==> src/rtl/pxr_pkg.sv <==
package pxr_pkg;

  localparam int NUM_TAPS = 4;

  // Tap numbering also selects the storage bank: {right half, pixel index lsb}
  typedef enum logic [1:0] {
    TAP_LEFT_EVEN  = 2'd0,
    TAP_LEFT_ODD   = 2'd1,
    TAP_RIGHT_EVEN = 2'd2,
    TAP_RIGHT_ODD  = 2'd3
  } tap_e;

  function automatic tap_e bank_for(input logic right_half, input logic idx_lsb);
    return tap_e'({right_half, idx_lsb});
  endfunction

endpackage

==> src/rtl/pxr_tap_counter.sv <==
module pxr_tap_counter #(
  parameter int QUARTER = 6,
  parameter int IW      = 3
) (
  input  logic          clk,
  input  logic          rst,
  input  logic          restart,
  input  logic          open_line,
  input  logic          valid,
  output logic [IW-1:0] idx,
  output logic          accept,
  output logic          drop,
  output logic          filled
);

  assign filled = (idx == IW'(QUARTER));
  assign accept = valid && !restart && open_line && !filled;
  assign drop   = valid && !restart && !accept;

  always_ff @(posedge clk) begin
    if (rst) begin
      idx <= '0;
    end else if (restart) begin
      idx <= '0;
    end else if (accept) begin
      idx <= idx + IW'(1);
    end
  end

endmodule

==> src/rtl/pxr_line_bank.sv <==
module pxr_line_bank #(
  parameter int PIX_W = 12,
  parameter int DEPTH = 6,
  parameter int IW    = 3
) (
  input  logic             clk,
  input  logic             we,
  input  logic             wr_sel,
  input  logic [IW-1:0]    wr_idx,
  input  logic [PIX_W-1:0] wr_data,
  input  logic             rd_sel,
  input  logic [IW-1:0]    rd_idx,
  output logic [PIX_W-1:0] rd_q
);

  localparam int AW = $clog2(2 * DEPTH);

  logic [PIX_W-1:0] mem [2*DEPTH];
  logic [AW-1:0]    waddr;
  logic [AW-1:0]    raddr;

  always_comb begin
    waddr = wr_sel ? AW'(DEPTH) + AW'(wr_idx) : AW'(wr_idx);
    raddr = rd_sel ? AW'(DEPTH) + AW'(rd_idx) : AW'(rd_idx);
  end

  // One write port and one registered read port per half-buffer pair
  always_ff @(posedge clk) begin
    if (we) begin
      mem[waddr] <= wr_data;
    end
    rd_q <= mem[raddr];
  end

endmodule

==> src/rtl/pxr_readout.sv <==
module pxr_readout
  import pxr_pkg::*;
#(
  parameter int LINE_PIXELS = 24,
  parameter int PW          = 5,
  parameter int IW          = 3
) (
  input  logic          clk,
  input  logic          rst,
  input  logic          avail,
  output logic          rd_en,
  output logic          rd_last,
  output tap_e          rd_bank,
  output logic [IW-1:0] rd_idx
);

  localparam int HALF = LINE_PIXELS / 2;

  logic          busy;
  logic [PW-1:0] ptr;
  logic          right_half;

  always_ff @(posedge clk) begin
    if (rst) begin
      busy <= 1'b0;
      ptr  <= '0;
    end else if (!busy) begin
      if (avail) begin
        busy <= 1'b1;
        ptr  <= '0;
      end
    end else if (rd_last) begin
      busy <= 1'b0;
    end else begin
      ptr <= ptr + PW'(1);
    end
  end

  always_comb begin
    right_half = (int'(ptr) >= HALF);
    rd_en      = busy;
    rd_last    = busy && (int'(ptr) == LINE_PIXELS - 1);
    rd_bank    = bank_for(right_half, ptr[0]);
    rd_idx     = right_half ? IW'((LINE_PIXELS - 1 - int'(ptr)) / 2)
                            : IW'(int'(ptr) / 2);
  end

endmodule

==> src/rtl/pxr_reorder.sv <==
module pxr_reorder
  import pxr_pkg::*;
#(
  parameter int LINE_PIXELS = 48,
  parameter int PIX_W       = 12
) (
  input  logic                        clk,
  input  logic                        rst,
  input  logic                        line_start,
  input  logic [NUM_TAPS-1:0]         tap_valid,
  input  logic [NUM_TAPS*PIX_W-1:0]   tap_data,
  output logic                        out_valid,
  output logic [PIX_W-1:0]            out_data,
  output logic                        out_last,
  output logic                        overflow,
  output logic                        line_err
);

  localparam int QUARTER = LINE_PIXELS / 4;
  localparam int IW      = $clog2(QUARTER + 1);
  localparam int PW      = $clog2(LINE_PIXELS);

  logic [NUM_TAPS-1:0] accept, drop, filled;
  logic [IW-1:0]       idx   [NUM_TAPS];
  logic [PIX_W-1:0]    bank_q[NUM_TAPS];

  logic       in_line, wr_sel, rd_sel;
  logic [1:0] buf_full;
  logic       complete;

  logic          rd_en, rd_last;
  tap_e          rd_bank;
  logic [IW-1:0] rd_idx;

  logic v1, last1;
  tap_e bank1;

  assign complete = in_line && (&filled);

  for (genvar t = 0; t < NUM_TAPS; t++) begin : g_tap
    pxr_tap_counter #(.QUARTER(QUARTER), .IW(IW)) u_cnt (
      .clk(clk), .rst(rst), .restart(line_start), .open_line(in_line),
      .valid(tap_valid[t]), .idx(idx[t]), .accept(accept[t]),
      .drop(drop[t]), .filled(filled[t])
    );

    pxr_line_bank #(.PIX_W(PIX_W), .DEPTH(QUARTER), .IW(IW)) u_bank (
      .clk(clk), .we(accept[t]), .wr_sel(wr_sel), .wr_idx(idx[t]),
      .wr_data(tap_data[t*PIX_W +: PIX_W]),
      .rd_sel(rd_sel), .rd_idx(rd_idx), .rd_q(bank_q[t])
    );
  end

  pxr_readout #(.LINE_PIXELS(LINE_PIXELS), .PW(PW), .IW(IW)) u_rd (
    .clk(clk), .rst(rst), .avail(buf_full[rd_sel]),
    .rd_en(rd_en), .rd_last(rd_last), .rd_bank(rd_bank), .rd_idx(rd_idx)
  );

  // Line framing and ping-pong ownership
  always_ff @(posedge clk) begin
    if (rst) begin
      in_line  <= 1'b0;
      wr_sel   <= 1'b0;
      rd_sel   <= 1'b0;
      buf_full <= 2'b00;
      overflow <= 1'b0;
      line_err <= 1'b0;
    end else begin
      overflow <= |drop;
      line_err <= line_start && in_line && !complete;
      if (line_start) begin
        in_line <= 1'b1;
      end else if (complete) begin
        in_line <= 1'b0;
      end
      if (complete) begin
        wr_sel <= !wr_sel;
      end
      if (rd_last) begin
        rd_sel <= !rd_sel;
      end
      for (int b = 0; b < 2; b++) begin
        if (complete && (wr_sel == 1'(b))) begin
          buf_full[b] <= 1'b1;
        end else if (rd_last && (rd_sel == 1'(b))) begin
          buf_full[b] <= 1'b0;
        end
      end
    end
  end

  // Read pipeline: bank read register, then output register
  always_ff @(posedge clk) begin
    if (rst) begin
      v1        <= 1'b0;
      last1     <= 1'b0;
      bank1     <= TAP_LEFT_EVEN;
      out_valid <= 1'b0;
      out_last  <= 1'b0;
      out_data  <= '0;
    end else begin
      v1        <= rd_en;
      last1     <= rd_last;
      bank1     <= rd_bank;
      out_valid <= v1;
      out_last  <= last1;
      out_data  <= v1 ? bank_q[bank1] : '0;
    end
  end

endmodule

==> config.mk <==
export PLATFORM = sky130hd
export DESIGN_NAME = pxr_reorder
export DESIGN_NICKNAME = d
export VERILOG_FILES = /design/src/rtl/pxr_pkg.sv /design/src/rtl/pxr_tap_counter.sv /design/src/rtl/pxr_line_bank.sv /design/src/rtl/pxr_readout.sv /design/src/rtl/pxr_reorder.sv
export SDC_FILE = /design/constraint.sdc
export NUM_CORES = 2
export LEC_CHECK = 0
export BUFFER_PORTS_ARGS = -buffer_cell sky130_fd_sc_hd__buf_2
export CORE_AREA = 2 2 211 421
export DETAILED_ROUTE_END_ITERATION = 12
export DIE_AREA = 0 0 213 423
export PLACE_DENSITY = 0.75
export RECOVER_POWER = 25
export SYNTH_ARGS = -nofsm -noshare
export SYNTH_HDL_FRONTEND = slang
export SYNTH_SLANG_ARGS = --single-unit
==> constraint.sdc <==
create_clock -name clk -period 2.8 [get_ports clk]
set_input_delay 0.56 -clock clk [delete_from_list [all_inputs] [get_ports clk]]
set_output_delay 0.56 -clock clk [all_outputs]
set_load 0.005 [all_outputs]
After elaboration in Yosys (flattened, before gate mapping)

Memory sizes are Yosys's and may differ from the RTL's. A register that Yosys moved wholly into a read port is not among the register bits.
Index checks and enable logic that the tools add are counted.

Flip-flop bits (word level): 48
RAM bits: 1152
Input port bits: 55
Output and inout bits: 16
Word-level logic and storage cells: 125
Memories: 4

Memories:

| name                | depth | bits a word | rd ports | clocked after Yosys merged registers in | wr ports | RTL line            | text |
|---|---|---|---|---|---|---|---|
| g_tap[0].u_bank.mem | 24    | 12          | 1        | 1                                       | 1        | pxr_line_bank.sv:18 | `logic [PIX_W-1:0] mem [2*DEPTH];` |
| g_tap[1].u_bank.mem | 24    | 12          | 1        | 1                                       | 1        | pxr_line_bank.sv:18 |  |
| g_tap[2].u_bank.mem | 24    | 12          | 1        | 1                                       | 1        | pxr_line_bank.sv:18 |  |
| g_tap[3].u_bank.mem | 24    | 12          | 1        | 1                                       | 1        | pxr_line_bank.sv:18 |  |

Add/subtract/negate cells: 12
Magnitude comparators: 3
Equality and inequality tests: 6
Mux-type cells: 31
Bitwise logic cells: 5
Reduce and logical (&&, ||, !) cells: 45

Operator list:

| kind                  | count |
|---|---|
| $add A4 B4 Y5 const A | 5 |
| $mux W5               | 5 |
| $bmux W12 S2          | 1 |
| $logic_and A1 B1 Y1   | 24 |
| $mux W12              | 2 |
| $mux W1               | 19 |
| $mux W6               | 3 |
| $add A4 B1 Y4 const B | 4 |
| $eq A4 B4 Y1 const B  | 4 |
| $logic_not A1 Y1      | 12 |
| $reduce_bool A2 Y1    | 4 |
| $sub A6 B6 Y7 const A | 1 |
| $add A6 B1 Y6 const B | 1 |
| $eq A6 B6 Y1 const B  | 1 |
| $ge A6 B5 Y1 const B  | 1 |
| $add A4 B1 Y4         | 1 |
| $mux W4               | 1 |
| $reduce_and A4 Y1     | 1 |
| $reduce_or A2 Y1      | 2 |
| $reduce_or A4 Y1      | 1 |
| $ge A3 B3 Y1 const B  | 1 |
| $not A1 Y1            | 3 |
| $not A2 Y3            | 1 |
| $lt A1 B2 Y1 const B  | 1 |
| other kinds (3)       | 3 |

Logic depth before layout (Yosys ltp)

Word-level depth: 7
Depth in mapped cells: 16
Gate-level depth less buffers: 14

Cells and area by module

A second synthesis with hierarchy kept.

Cell total of the unflattened synthesis: 2430
Area, all modules: 49236.0 µm²

Modules (own cells, without submodules):

| module                                | instances | cells an instance | area an instance (µm²) |
|---|---|---|---|
| pxr_line_bank at g_tap[1].u_bank ...  | 3         | 498               | 11622.4 |
| pxr_line_bank at g_tap[0].u_bank      | 1         | 677               | 11813.8 |
| pxr_reorder                           | 1         | 80                | 1059.8 |
| pxr_tap_counter at g_tap[1].u_cnt ... | 3         | 29                | 246.5 |
| pxr_readout                           | 1         | 62                | 510.5 |
| pxr_tap_counter at g_tap[0].u_cnt     | 1         | 30                | 245.2 |

Worst setup path after synthesis

No wires, ideal clock.

Path type: reg-to-reg
Start: reg u_rd.ptr[4]
End: reg g_tap[2].u_bank.rd_q[10], read port of g_tap[2].u_bank.mem
Arrival time: 2771 ps
Path slack: -93 ps
Cell stages (with the launch flop): 17
Path buffers: 3
Path through: dfxtp_1 -> buf_4 -> and3_1 -> ha_1 -> ha_1 -> nor3b_1 -> a21o_2 -> inv_4 -> ha_1 -> nand2_1 -> a21boi_2 -> nand3_1 -> buf_4 -> clkbuf_1 -> a21oi_1 -> nor4_1 -> nor2_1

Word-level cells in the longest chain between the ends: 6
Elaborated cells between the ends (all ways): 7
Classes of those cells: add/sub (3); order compare (1); mux (2); bitwise (1)

RTL lines:

| item                     | RTL line            | text |
|---|---|---|
| start: declaration       | pxr_readout.sv:20   | `logic [PW-1:0] ptr;` |
| start signal: assignment | pxr_readout.sv:35   | `ptr <= ptr + PW'(1);` |
| $sub A6 B6 Y7            | pxr_readout.sv:44   | `rd_idx = right_half ? IW'((LINE_PIXELS - 1 - int'(ptr)) / 2)` |
| $and A1 B1 Y1 (no line)  | --                  |  |
| $add A4 B1 Y4 (no line)  | --                  |  |
| $mux W4 (*)              | pxr_readout.sv:44   |  |
| $add A4 B4 Y5            | pxr_line_bank.sv:24 | `raddr = rd_sel ? AW'(DEPTH) + AW'(rd_idx) : AW'(rd_idx);` |
| $mux W5 (*)              | pxr_line_bank.sv:24 |  |
| end: declaration         | pxr_line_bank.sv:13 | `output logic [PIX_W-1:0] rd_q` |

Mark *: on every way between the ends. The rest lies on a longest branch, timed or not.
A chain may end at the register's enable or synchronous reset.

Worst setup path after layout

Start: reg u_rd.ptr[0]
End: reg g_tap[3].u_bank.rd_q[11], read port of g_tap[3].u_bank.mem

Word-level cells in the longest chain between the ends: 6
Elaborated cells between the ends (all ways): 7
Classes of those cells: add/sub (3); order compare (1); mux (2); bitwise (1)

RTL lines:

| item                    | RTL line |
|---|---|
| $sub A6 B6 Y7           | pxr_readout.sv:44 |
| $and A1 B1 Y1 (no line) | -- |
| $add A4 B1 Y4 (no line) | -- |
| $mux W4 (*)             | pxr_readout.sv:44 |
| $add A4 B4 Y5           | pxr_line_bank.sv:24 |
| $mux W5 (*)             | pxr_line_bank.sv:24 |
| end: declaration        | pxr_line_bank.sv:13 |

Marked as above.

==> flow_summary.yaml <==
run_status:
  run_status: "complete, but fails checks"
  violations: "negative setup slack"
synthesis:
  synth-edff-count: 1152
  synth.distinct_cells: 55
  post_synthesis_register_bit_count: 1248
  synth_seq_area_share_pct: 75.45
  netlist_area_mm2: 0.04840
  netlist_instances: 3256
  syn_nets: 3340
  synth-warning-count: 0
  post_synth.cell_area_avg_um2: 14.86
  dominantRegCellSynth: "sky130_fd_sc_hd__edfxtp_1"
  fraction_of_synthesis_flops_using_an_asynchronous_set_or_reset_pin_pct: 0
critical_path:
  critPathLaunchType: "flop"
  r2r_slack_ns: -0.37
  worst-endpoint-arrival_ns: 3.75
  r2r_start: "u_rd.ptr[0]$_SDFFE_PP0P_"
  regToRegEndpoint: "g_tap[3].u_bank.rd_q[11]$_DFF_P_"
  rr_worst_depth: 18
  critical_path_class: "reg -> reg"
  cp_max_fo: 5
  crit_path_end_kind: "flop"
  required_ns: 3.38
sta:
  setup_repair_after_global_routing_missed_its_margin: "true"
  worst_pin_slew_ns: 1.232
  fmaxAchievable_ghz: 0.3155
  layout_setup_ws_ns: -0.3693
  fin_crit_ns: 3.169
  clock_skew_ns: 0.02426
  min_period_over_period_pct: 113.2
  worst_max_slew_margin_expressed_relative_to_the_limit_pct: 17.85
  finalMaxSlewViolations: 0
  setup_viol_count_final: 48
  finalHoldViolCount: 0
floorplanning:
  die_y_um: 423
  die_w_um: 213
  top_level_ports: 71
  row_count: 153
  floorplan.die_area_mm2: 0.09010
  floorplan.initialDensity_pct: 55.81
  design.core.area_mm2: 0.08672
clock_tree:
  clock_tree_from_tritoncts: "yes"
  clk_pin_slew_ns: 0.07
  htree_levels: 3
  clock-sinks: 1248
  clk-insertion-delay-late_ns: 0.71
  cts.root.buffer_cell: "sky130_fd_sc_hd__clkbuf_16"
  cts_hold_buf: 0
  cts_buffer_depth: 3
  cts_buffers: 98
power_and_ir_drop:
  powerDensity_mw_per_mm2: 597.8
  power_leakage_nw: 19.39
  post-layout-total-power_w: 0.03499
  power.ir.vdd_worst_uv: 590.1
route:
  avgRoutedWirePerCell_um: 27.41
  routed_wirelength_mm: 133.7
  drc: 0
  detail_route.first_pass.iterations: 6
  dr.first_iter.drc_count: 3282
  postRouteAntennaNets: 0
  routed_via_density: 6.353
  dr_total_vias: 30980
grt:
  grt.met3_usage_pct: 4.295
  grt_antenna_before_repair: 7
  maximum_number_of_pins_on_one_net_before_global_route_repair: 73
  grt_pass1_vias: 30840
  total_gr_overflow: 0
  grt_util_met2_pct: 51.69
  globalRouteMet1Util_pct: 30.78
  first_pass_grt_wire_length_mm: 187.9
  grt.total_usage_pct: 28.70
  grt.busiest_layer: "met2"
place:
  gpl.final_weighted_congestion: 0.9198
  post-place-cells: 4614
  dp_hpwl_mm: 81.66
  port_buffers: 70
layout:
  sequential_cell_area_mm2: 0.03652
  multiInputGateArea_mm2: 0.01227
  most-common-layout-cells: "1,152 x sky130_fd_sc_hd__edfxtp_1, 414 x sky130_fd_sc_hd__nand2_1, 272 x sky130_fd_sc_hd__buf_4, 249 x sky130_fd_sc_hd__nand3_1, 183 x sky130_fd_sc_hd__mux2i_1"
  layout-drive-gt1-share_pct: 22.37
  stdcell_count: 4877
  layout.nets: 3713
  fill_cells: 5425
  mostFrequentLayoutCell: "sky130_fd_sc_hd__edfxtp_1"
  area_growth_pct: 20.95
worst_hold_path:
  hold_path_class: "in -> reg"
  hold_path_startpoint: "line_start"
  number_of_cells_on_the_worst_hold_path: 3
  worst_hold_path.endpoint: "in_line$_SDFFE_PP0P_"
job:
  max_cap_violations: 0
-- what timing repair did --
item | CTS | global route
setup endpoints to repair | 48 | 48
gates resized for setup | 156 | 204
gates cloned | 12 | 8
pin swaps | 26 | 65
buffers inserted | 30 | 34
-- area by class of cell --
type                    instances  area share [%]
well taps                    1162           2.484
flip-flops and latches       1248           62.38
inverters                      26          0.1710
diodes                          1        0.004275
multi-input cells            1772           20.96
repair buffers                483           8.435
clock buffers                 119           4.465
clock inverters                66           1.101
-- worst max path at each step --
stage                             start                                to  slack, ns  depth (start not counted)
2_1_floorplan  u_rd.ptr[4]$_SDFFE_PP0P_  g_tap[2].u_bank.rd_q[10]$_DFF_P_      0.009                         16
3_3_place_gp   u_rd.ptr[0]$_SDFFE_PP0P_   g_tap[1].u_bank.rd_q[8]$_DFF_P_      -0.43                         16
3_5_place_dp   u_rd.ptr[0]$_SDFFE_PP0P_   g_tap[1].u_bank.rd_q[8]$_DFF_P_      -0.50                         16
4_1_cts        u_rd.ptr[0]$_SDFFE_PP0P_   g_tap[3].u_bank.rd_q[4]$_DFF_P_      -0.16                         16
5_1_grt        u_rd.ptr[0]$_SDFFE_PP0P_  g_tap[3].u_bank.rd_q[11]$_DFF_P_      -0.41                         18
6_report       u_rd.ptr[0]$_SDFFE_PP0P_  g_tap[3].u_bank.rd_q[11]$_DFF_P_      -0.37                         18
-- routing by layer --
metal / part of all wire (%) / wire (um)
met2: 53 / 70900
met1: 32 / 42200
met4: 7.7 / 10340
met5: 0.041 / 55
met3: 7.6 / 10210
-- logic make-up (layout without fill, tap and decap cells) --
kind of cell,count (synthesis),in the layout,synth area share [%]
buffers and inverters,236,694,2.156
and+or+nand+nor,952,952,8.614
xor gates and xnor gates,21,21,0.4343
muxes,263,263,5.765
DFF,1248,1248,75.45
other,0,1,0
AOI/OAI and AO/OA,507,507,6.833
adders and majority gates,29,29,0.7497
-- per-stage QoR --
stage | utilization [%] | setup slack (ns) | cell area (um2) | hold WS, ns | setup TNS [ns]
after detailed placement | 60.43 | -0.4963 | 52410 | 0.4678 | -15.50
after floorplan | - | 0.008600 | 48420 | 0.4138 | 0
after global routing | 67.50 | -0.4114 | 58530 | 0.2033 | -12.95
final | 67.50 | -0.3693 | 58530 | 0.1946 | -9.019
after global placement | 60.43 | -0.4260 | 52410 | 0.4651 | -12.76
after CTS | 65.77 | -0.1579 | 57040 | 0.1504 | -3.983
-- worst max-delay path: stages (launching register included) --
cell,delay [ns]
sky130_fd_sc_hd__dfxtp_2,0.34
sky130_fd_sc_hd__inv_2,0.04
sky130_fd_sc_hd__and3_4,0.14
sky130_fd_sc_hd__ha_4,0.16
sky130_fd_sc_hd__ha_4,0.15
sky130_fd_sc_hd__o21bai_1,0.15
sky130_fd_sc_hd__a21o_2,0.24
sky130_fd_sc_hd__inv_4,0.07
sky130_fd_sc_hd__buf_6,0.12
sky130_fd_sc_hd__xnor2_4,0.14
sky130_fd_sc_hd__buf_6,0.16
sky130_fd_sc_hd__clkbuf_16,0.18
sky130_fd_sc_hd__buf_12,0.13
sky130_fd_sc_hd__clkbuf_16,0.18
sky130_fd_sc_hd__buf_12,0.11
sky130_fd_sc_hd__mux2i_4,0.26
sky130_fd_sc_hd__o22ai_2,0.15
sky130_fd_sc_hd__nor4_2,0.22
sky130_fd_sc_hd__nor2_1,0.09
-- cells in the mapped netlist, drive strengths merged (4+ instances only) --
cell type,count,area share [%]
clkbuf,110,0.86
nor2b,14,0.18
a221oi,48,0.87
o22ai,96,1.2
a31oi,8,0.10
nand2,415,3.2
inv,26,0.21
edfxtp,1152,71
nor4,50,0.65
nor2,183,1.4
dfxtp,96,4.0
nor4b,6,0.11
mux2i,248,5.1
buf,100,1.1
o21a,4,0.062
xnor2,18,0.38
o2111ai,48,0.87
a32o,47,0.97
mux4,12,0.56
ha,29,0.75
o21ai,52,0.54
nand4,8,0.10
nand3,253,2.6
or3,6,0.078
a21oi,196,2.0
and3,6,0.078
-- state kept, by name, summed over array words and instances, names as in the netlist, 2 cells and up --
register,cells
bank1,2
buf_full,2
g_tap.u_bank.mem,1152
g_tap.u_bank.rd_q,48
g_tap.u_cnt.idx,16
out_data,12
u_rd.ptr,6
-- where the power goes --
| part | total [W] | switching [W] | leakage (nW) | internal [W] |
|---|---|---|---|---|
| combinational | 0.000432 | 0.000353 | 6.65 | 0.0000797 |
| clock | 0.0142 | 0.00652 | 1.59 | 0.00764 |
| sequential | 0.0204 | 0.0000369 | 11.1 | 0.0204 |
| total | 0.0350 | 0.00691 | 19.4 | 0.0281 |
No activity file was read; power rests on OpenSTA's default activity.
